--- config.mk ---
export PLATFORM = sky130hd
export DESIGN_NAME = async_rx
export DESIGN_NICKNAME = d
export VERILOG_FILES = /design/src/rtl/async_rx_pkg.sv /design/src/rtl/rx_sync.sv /design/src/rtl/rx_frame.sv /design/src/rtl/rx_hold.sv /design/src/rtl/async_rx.sv
export SDC_FILE = /design/constraint.sdc
export NUM_CORES = 1
export LEC_CHECK = 0
export ABC_AREA = 1
export ABC_CLOCK_PERIOD_IN_PS = 2800
export CAP_MARGIN = 20
export CORE_MARGIN = 2
export CORE_UTILIZATION = 58
export DETAILED_ROUTE_END_ITERATION = 8
export HOLD_SLACK_MARGIN = 0.03
export PLACE_DENSITY_LB_ADDON = 0.25
export REMOVE_ABC_BUFFERS = 1
export SYNTH_ARGS = -nofsm -noshare
export SYNTH_HDL_FRONTEND = slang
export SYNTH_SLANG_ARGS = --single-unit
--- constraint.sdc ---
create_clock -name clk -period 2.8 [get_ports clk]
set_input_delay 0.42 -clock clk [delete_from_list [all_inputs] [get_ports clk]]
set_output_delay 0.42 -clock clk [all_outputs]
set_load 0.005 [all_outputs]
--- src/rtl/async_rx_pkg.sv ---
package async_rx_pkg;
  localparam int RX_DW   = 8;
  localparam int RX_OSR  = 16;
  localparam int RX_MINW = RX_DW - 3;

  typedef enum logic [2:0] {
    S_WAITHI, S_IDLE, S_START, S_DATA, S_PAR, S_STOP, S_BRKCHK
  } rx_state_t;

  typedef struct packed {
    logic [RX_DW-1:0] data;
    logic             perr;
    logic             ferr;
    logic             brk;
  } rx_word_t;

  // Value the parity bit must carry under a given rule.
  function automatic logic want_parity(input logic [RX_DW-1:0] d,
                                       input logic [1:0] mode);
    case (mode)
      2'd0:    return ^d;
      2'd1:    return ~(^d);
      2'd2:    return 1'b0;
      default: return 1'b1;
    endcase
  endfunction
endpackage

--- src/rtl/rx_sync.sv ---
module rx_sync #(
  parameter int STAGES = 2
) (
  input  logic clk,
  input  logic rst,
  input  logic d,
  output logic q
);
  logic [STAGES-1:0] chain;

  generate
    if (STAGES == 1) begin : g_one
      always_ff @(posedge clk) begin
        if (rst) chain <= '1;
        else     chain <= d;
      end
    end else begin : g_many
      always_ff @(posedge clk) begin
        if (rst) chain <= '1;
        else     chain <= {chain[STAGES-2:0], d};
      end
    end
  endgenerate

  assign q = chain[STAGES-1];
endmodule

--- src/rtl/rx_frame.sv ---
module rx_frame
  import async_rx_pkg::*;
(
  input  logic       clk,
  input  logic       rst,
  input  logic       tick,
  input  logic       line,
  input  logic [1:0] cfg_len,
  input  logic       cfg_par_en,
  input  logic [1:0] cfg_par_mode,
  output logic       word_valid,
  output rx_word_t   word
);
  localparam int CW   = $clog2(RX_OSR);
  localparam int BW   = $clog2(RX_DW);
  localparam logic [CW-1:0] MID  = CW'(RX_OSR/2 - 1);
  localparam logic [CW-1:0] LAST = CW'(RX_OSR - 1);

  rx_state_t        state;
  logic [CW-1:0]    cnt;
  logic [BW-1:0]    idx;
  logic [RX_DW-1:0] shreg;
  logic             allz;
  logic             parbit;
  logic [BW-1:0]    last_idx;
  logic             perr_now;

  assign last_idx = BW'(RX_MINW - 1) + BW'(cfg_len);
  assign perr_now = cfg_par_en && (parbit != want_parity(shreg, cfg_par_mode));

  always_ff @(posedge clk) begin
    if (rst) begin
      state      <= S_WAITHI;
      cnt        <= '0;
      idx        <= '0;
      shreg      <= '0;
      allz       <= 1'b0;
      parbit     <= 1'b0;
      word_valid <= 1'b0;
      word       <= '0;
    end else begin
      word_valid <= 1'b0;
      if (tick) begin
        case (state)
          S_WAITHI: if (line) state <= S_IDLE;
          S_IDLE: begin
            if (!line) begin
              state <= S_START;
              cnt   <= '0;
            end
          end
          S_START: begin
            if (cnt == MID) begin
              cnt <= '0;
              if (!line) begin
                state  <= S_DATA;
                idx    <= '0;
                shreg  <= '0;
                allz   <= 1'b1;
                parbit <= 1'b0;
              end else begin
                state <= S_IDLE;
              end
            end else begin
              cnt <= cnt + 1'b1;
            end
          end
          S_DATA: begin
            if (cnt == LAST) begin
              cnt        <= '0;
              shreg[idx] <= line;
              allz       <= allz & ~line;
              if (idx == last_idx) state <= cfg_par_en ? S_PAR : S_STOP;
              else                 idx   <= idx + 1'b1;
            end else begin
              cnt <= cnt + 1'b1;
            end
          end
          S_PAR: begin
            if (cnt == LAST) begin
              cnt    <= '0;
              parbit <= line;
              allz   <= allz & ~line;
              state  <= S_STOP;
            end else begin
              cnt <= cnt + 1'b1;
            end
          end
          S_STOP: begin
            if (cnt == LAST) begin
              cnt <= '0;
              if (line) begin
                word_valid <= 1'b1;
                word       <= '{data: shreg, perr: perr_now, ferr: 1'b0, brk: 1'b0};
                state      <= S_IDLE;
              end else if (allz) begin
                state <= S_BRKCHK;
              end else begin
                word_valid <= 1'b1;
                word       <= '{data: shreg, perr: perr_now, ferr: 1'b1, brk: 1'b0};
                state      <= S_WAITHI;
              end
            end else begin
              cnt <= cnt + 1'b1;
            end
          end
          S_BRKCHK: begin
            if (line) begin
              word_valid <= 1'b1;
              word       <= '{data: shreg, perr: perr_now, ferr: 1'b1, brk: 1'b0};
              state      <= S_IDLE;
            end else if (cnt == MID) begin
              word_valid <= 1'b1;
              word       <= '{data: '0, perr: 1'b0, ferr: 1'b0, brk: 1'b1};
              state      <= S_WAITHI;
            end else begin
              cnt <= cnt + 1'b1;
            end
          end
          default: state <= S_WAITHI;
        endcase
      end
    end
  end


  valid_pulse_chk: assert property (@(posedge clk) disable iff (rst)
    word_valid |=> !word_valid);


  brk_clean_chk: assert property (@(posedge clk) disable iff (rst)
    (word_valid && word.brk) |-> (word.data == '0 && !word.ferr && !word.perr));


  glitch_drop_chk: assert property (@(posedge clk) disable iff (rst)
    (state == S_START && tick && cnt == MID && line) |=> !word_valid);
endmodule

--- src/rtl/rx_hold.sv ---
module rx_hold
  import async_rx_pkg::*;
(
  input  logic     clk,
  input  logic     rst,
  input  logic     in_valid,
  input  rx_word_t in_word,
  input  logic     rd_ack,
  output rx_word_t held,
  output logic     data_ready,
  output logic     overrun
);
  always_ff @(posedge clk) begin
    if (rst) begin
      held       <= '0;
      data_ready <= 1'b0;
      overrun    <= 1'b0;
    end else if (in_valid) begin
      held       <= in_word;
      data_ready <= 1'b1;
      if (data_ready && !rd_ack) overrun <= 1'b1;
      else if (rd_ack)           overrun <= 1'b0;
    end else if (rd_ack) begin
      data_ready <= 1'b0;
      overrun    <= 1'b0;
    end
  end


  ready_src_chk: assert property (@(posedge clk) disable iff (rst)
    $rose(data_ready) |-> $past(in_valid));


  ack_clear_chk: assert property (@(posedge clk) disable iff (rst)
    (rd_ack && !in_valid) |=> (!data_ready && !overrun));


  overrun_set_chk: assert property (@(posedge clk) disable iff (rst)
    (in_valid && data_ready && !rd_ack) |=> (overrun && data_ready));
endmodule

--- src/rtl/async_rx.sv ---
module async_rx
  import async_rx_pkg::*;
#(
  parameter int SYNC_STAGES = 2
) (
  input  logic             clk,
  input  logic             rst,
  input  logic             os_tick,
  input  logic             rx_line,
  input  logic [1:0]       cfg_len,
  input  logic             cfg_par_en,
  input  logic [1:0]       cfg_par_mode,
  input  logic             rd_ack,
  output logic             frm_valid,
  output logic [RX_DW-1:0] frm_data,
  output logic             frm_perr,
  output logic             frm_ferr,
  output logic             frm_brk,
  output logic [RX_DW-1:0] hold_data,
  output logic             hold_perr,
  output logic             hold_ferr,
  output logic             hold_brk,
  output logic             data_ready,
  output logic             overrun
);
  logic     line_s;
  rx_word_t fword;
  rx_word_t hword;

  rx_sync #(.STAGES(SYNC_STAGES)) u_sync (
    .clk (clk),
    .rst (rst),
    .d   (rx_line),
    .q   (line_s)
  );

  rx_frame u_frame (
    .clk          (clk),
    .rst          (rst),
    .tick         (os_tick),
    .line         (line_s),
    .cfg_len      (cfg_len),
    .cfg_par_en   (cfg_par_en),
    .cfg_par_mode (cfg_par_mode),
    .word_valid   (frm_valid),
    .word         (fword)
  );

  rx_hold u_hold (
    .clk        (clk),
    .rst        (rst),
    .in_valid   (frm_valid),
    .in_word    (fword),
    .rd_ack     (rd_ack),
    .held       (hword),
    .data_ready (data_ready),
    .overrun    (overrun)
  );

  assign frm_data  = fword.data;
  assign frm_perr  = fword.perr;
  assign frm_ferr  = fword.ferr;
  assign frm_brk   = fword.brk;
  assign hold_data = hword.data;
  assign hold_perr = hword.perr;
  assign hold_ferr = hword.ferr;
  assign hold_brk  = hword.brk;
endmodule

**Word level (Yosys, flattened, before mapping)**

Cells that the tools add are included.

- Register bits after elaboration: 47
- Logic and storage cells: 134

- $add $sub $neg: 3
- Magnitude comparators: 2
- Equality and inequality tests: 26
- Multiplexer cells: 58
- Bitwise logic cells: 4
- Reduce and logical (&&, ||, !) cells: 23

Operators by type and width:

| operator | number |
|---|---|
| $mux W11 | 5 |
| $mux W3 | 15 |
| $reduce_and A5 Y1 | 5 |
| $mux W8 | 3 |
| $pmux W11 S2 | 1 |
| $pmux W3 S7 | 1 |
| $mux W4 | 5 |
| $mux W1 | 18 |
| $pmux W4 S4 | 1 |
| $pmux W8 S2 | 1 |
| $ne A2 B1 Y1 const B | 6 |
| $ne A2 B2 Y1 const B | 6 |
| $reduce_bool A2 Y1 | 5 |
| $eq A3 B3 Y1 const B | 3 |
| $reduce_and A9 Y1 | 1 |
| $bwmux W8 | 1 |
| $reduce_xor A8 Y1 | 1 |
| $eq A3 B2 Y1 const B | 2 |
| $pmux W1 S2 | 3 |
| $pmux W3 S2 | 1 |
| $reduce_and A6 Y1 | 1 |
| $add A4 B1 Y4 const B | 1 |
| $eq A4 B3 Y1 const B | 1 |
| $eq A4 B4 Y1 const B | 1 |
| 23 further kinds | 28 |

**Longest topological paths before layout**

- Depth in word-level cells: 9
- Gate-level depth with buffers: 14

**By module**

A second synthesis with hierarchy kept.

- Cells, all modules: 375
- Area total of the unflattened synthesis: 2581.2 um2

Modules (own cells, without submodules):

| module | instances | cells each | area an instance (um2) |
|---|---|---|---|
| rx_frame | 1 | 308 | 2045.7 |
| rx_hold | 1 | 60 | 476.7 |
| rx_sync | 1 | 7 | 58.8 |

**Least setup slack after synthesis**

Ideal clock, no wire load.

- Path type: reg-to-reg
- From: register u_frame.cnt[0]
- To: register u_frame.idx[2]
- Setup time: 0.116 ns
- Arrival time: 1.514 ns
- Data required time: 2.684 ns
- Path slack: 1.170 ns
- Cell stages (with the launch flop): 14
- Path buffers: 1
- Period minus slack after synthesis: 1.630 ns
- Cell sequence: dfxtp_1 > ha_1 > nand2_2 > nor2_4 > inv_1 > nand2_2 > nand2_2 > nor2_4 > nand2_2 > buf_6 > nor2_4 > nand2_1 > o21ai_0 > nor2_1

- Word-level cells in the longest chain between the ends: 3

RTL lines:

| element | line | source |
|---|---|---|
| start: declaration | rx_frame.sv:20 | `logic [CW-1:0] cnt;` |
| start signal: assignment | rx_frame.sv:65 | `cnt <= cnt + 1'b1;` |
| start signal: assignment | rx_frame.sv:76 | `cnt <= cnt + 1'b1;` |
| start signal: assignment | rx_frame.sv:86 | `cnt <= cnt + 1'b1;` |
| $eq A4 B4 Y1 or $eq A4 B3 Y1 (tied branches) | rx_frame.sv:69, rx_frame.sv:53 |  |
| $ne A2 B1 Y1 (no line) | - |  |
| $reduce_and A6 Y1 (no line) (*) | - |  |
| end signal: assignment | rx_frame.sv:74 | `else idx <= idx + 1'b1;` |
| end: declaration | rx_frame.sv:21 | `logic [BW-1:0] idx;` |

Mark *: on every way between the ends. The rest lies on a longest branch, timed or not.
A chain may end at the register's enable or synchronous reset.

**Worst setup path after layout**

- From: register u_frame.cnt[0]
- To: register u_frame.shreg[7]

- Word-level cells in the longest chain between the ends: 3

RTL lines:

| element | line | source |
|---|---|---|
| $eq A4 B4 Y1 or $eq A4 B3 Y1 (tied branches) | rx_frame.sv:69, rx_frame.sv:53 |  |
| $ne A2 B1 Y1 (no line) | - |  |
| $reduce_and A5 Y1 (no line) (*) | - |  |
| end signal: indexed assignment | rx_frame.sv:71 | `shreg[idx] <= line;` |
| end: declaration | rx_frame.sv:22 | `logic [RX_DW-1:0] shreg;` |

Marked as above.

==> metrics <==
worst hold slack roughly 0.42 ns; hold buffer count at cts 0; DIE AREA roughly 4600 sq um; Synth top area share a little under 40%; post-DR wirelength/cell 11.5 microns; TritonRoute pass-1 iters 4; Leak 0.00119 uW; Max Cap Viol 0; Critical Path Max Stage Delay 0.39 ns; post-CTS resize count 0; Worst-path clk slew ~0.09 ns; M3 GR Usage 5.26%; CTS H-tree depth 2; Initial Util 60.1%; critical-path cell list ha_1 > nand2_2 > nor2_4 > inv_1 > nand2_2 > nand2_2 > nor2_4 > nand2_2 > nor2_1 > nand2_1 > o21ai_0 > nor2_1; Die Height a little under 70 microns; largest net degree at the start of global routing 29; Setup WS post-layout 0.836 ns; GR Overflow Total 0; synth cell count leaders nand2_1, nor2_1, dfxtp_1, inv_1, o21ai_0; storage element area 941 sq um; Worst VDD drop 0.445 mV; RSZ-0062 raised after global routing false; most frequent CP cell nand2_2; Top FF cell, synth dfxtp_1; Fin Setup TNS 0 ns; Die W 68.2 microns; Synth Instances 359; post-detail-place hpwl 3830 microns; Top Family by Delay on Critical Path simple AND/OR/NAND/NOR gates; DR vias 2,346; Post-Syn Area ~2400 sq um; Area Growth Syn to Fin 18.9%; Ys Warns 0; Crit path buffers/inverters 1; r2r setup slk 0.84 ns; number of register bits inferred by synthesis 47; CP Capture Type register; GR Layer Usage met1 31.9%; post-synth cell types 26; TritonCTS clock tree done; Worst EP required 2.99 ns; Fin. Hold Viols 0; final design utilization 71.5%; normalized max-slew margin 48.0%; Hold/Removal Path Class reg -> reg; CTS Root Cell clkbuf_8; post-layout net count about 410; post-CTS setup buffers 0; DR DRC count 0; first-pass GRT wire length 8780 microns; share of cells above drive strength 1 7.11%; # setup viols final 0; Crit-path slowest cell dfxtp_1; Tot GR Track Use 24.6%; Slew @ Worst Pin 0.779 ns; drt initial violations 95; initial antenna violation count 0; DRT Wirelength 5090 microns; Worst-Skew Late Latency 0.30 ns; post-route ant nets 0; count leader, synth nand2_1; Post-Syn Area per Cell 6.65 sq um; GRT busiest layer met2; M2 GR Usage ~41%; post-layout min period 1.96 ns; Avg Vias per Cell 5.28; number of buffers created by CTS 5; Cell Pwr Density 594 nW/um^2; post-synthesis async set-or-reset flop share 0%; IO Count 35; CP arrival 2.15 ns; Post-Route Skew 0.00956 ns; fin. max-slew vios 0; fillers around 370; port bufs 34; CORE AREA 3970 sq um; Placer Congestion 0.957; status finished clean; register area share after synthesis between 30% and 40%; clock sink count 47; Fmax between 500 and 600 MHz; leading area contributor after synthesis dfxtp_1; CTS Buffer Depth 2; crit path max fanout 11; fin crit share 70.1%; pre-CTS setup slack 0.790 ns; row cnt 23; vias in the first global route just over 2,000; EDFF count, synth 0; Critical Path Start Type register; ANT cells 0; WS Path Type reg -> reg; synth top area cells dfxtp_1, nand2_1, nor2_1; Multi-input gate area 1230 sq um
-- layer usage --
layer / part of all wire [%] / vias up
li1: - / 1221
met1: 48 / 1053
met2: 46 / 67
met3: 4.8 / 5
met4: 0.90 / 0
met5: 0 / -
-- state kept, by name, summed over array words and instances (netlist names) --
name	count
u_frame.word	11
u_hold.held	11
u_frame.shreg	8
u_frame.cnt	4
u_frame.idx	3
u_frame.state	3
u_sync.chain	2
u_frame.allz	1
u_frame.parbit	1
u_frame.word_valid	1
u_hold.data_ready	1
u_hold.overrun	1
-- final timing paths --
path                                       from               end  cells after the start
worst max-delay path             u_frame.cnt[0]  u_frame.shreg[7]                     12
worst min-delay path            u_sync.chain[0]   u_sync.chain[1]                      1
worst max register to register   u_frame.cnt[0]  u_frame.shreg[7]                     12
worst min register to register  u_sync.chain[0]   u_sync.chain[1]                      1
-- metrics by stage --
| stage | cells | power (uW) | instance area [sq um] |
|---|---|---|---|
| 6_report | 444 | 1690 | 2840 |
| 5_1_grt | 444 | 1810 | 2840 |
| 4_1_cts | 444 | 1690 | 2840 |
| 3_5_place_dp | 436 | 1300 | 2750 |
| 3_3_place_gp | 436 | 1290 | 2750 |
| 2_1_floorplan | 351 | 1160 | 2340 |
-- cells in the final DEF (no fill, tap or decap), drive strengths merged, types with 3 or more instances in the layout --
master / netlist / routed
o22ai: 3 / 3
a21oi: 24 / 24
nor2: 70 / 70
nand4: 4 / 4
dfxtp: 47 / 47
nor3: 4 / 4
ha: 4 / 4
nand3: 13 / 13
xnor2: 3 / 3
a22oi: 4 / 4
o21ai: 33 / 33
o31ai: 3 / 3
nand2: 88 / 88
clkbuf: 5 / 6
inv: 45 / 45
clkdlybuf4s50: 0 / 34
-- where the power goes --
part           switching, uW  total (uW)  leakage (uW)  internal (uW)
Combinational            365         534      0.000767            169
Sequential              45.7         757      0.000380            712
Clock                    221         396     0.0000412            175
Total                    631        1690       0.00119           1060
-- area by class of cell --
| class | instances | share of cell area [%] |
|---|---|---|
| well taps | 50 | 2.20 |
| clock inverters | 2 | 0.441 |
| clock buffers | 6 | 2.56 |
| flip-flops and latches | 47 | 33.2 |
| multi-input cells | 259 | 43.4 |
| repair buffers | 35 | 12.3 |
| inverters | 45 | 5.95 |
-- kinds of logic after synthesis --
| logic type | synth area share (%) |
|---|---|
| AOI/OAI and AO/OA | 16.1 |
| xor gates and xnor gates | 1.10 |
| adders and majority gates | 2.10 |
| buffers and inverters | 8.96 |
| DFF | 39.4 |
| and+or+nand+nor | 32.3 |
Power figures use the tool's default switching activity.
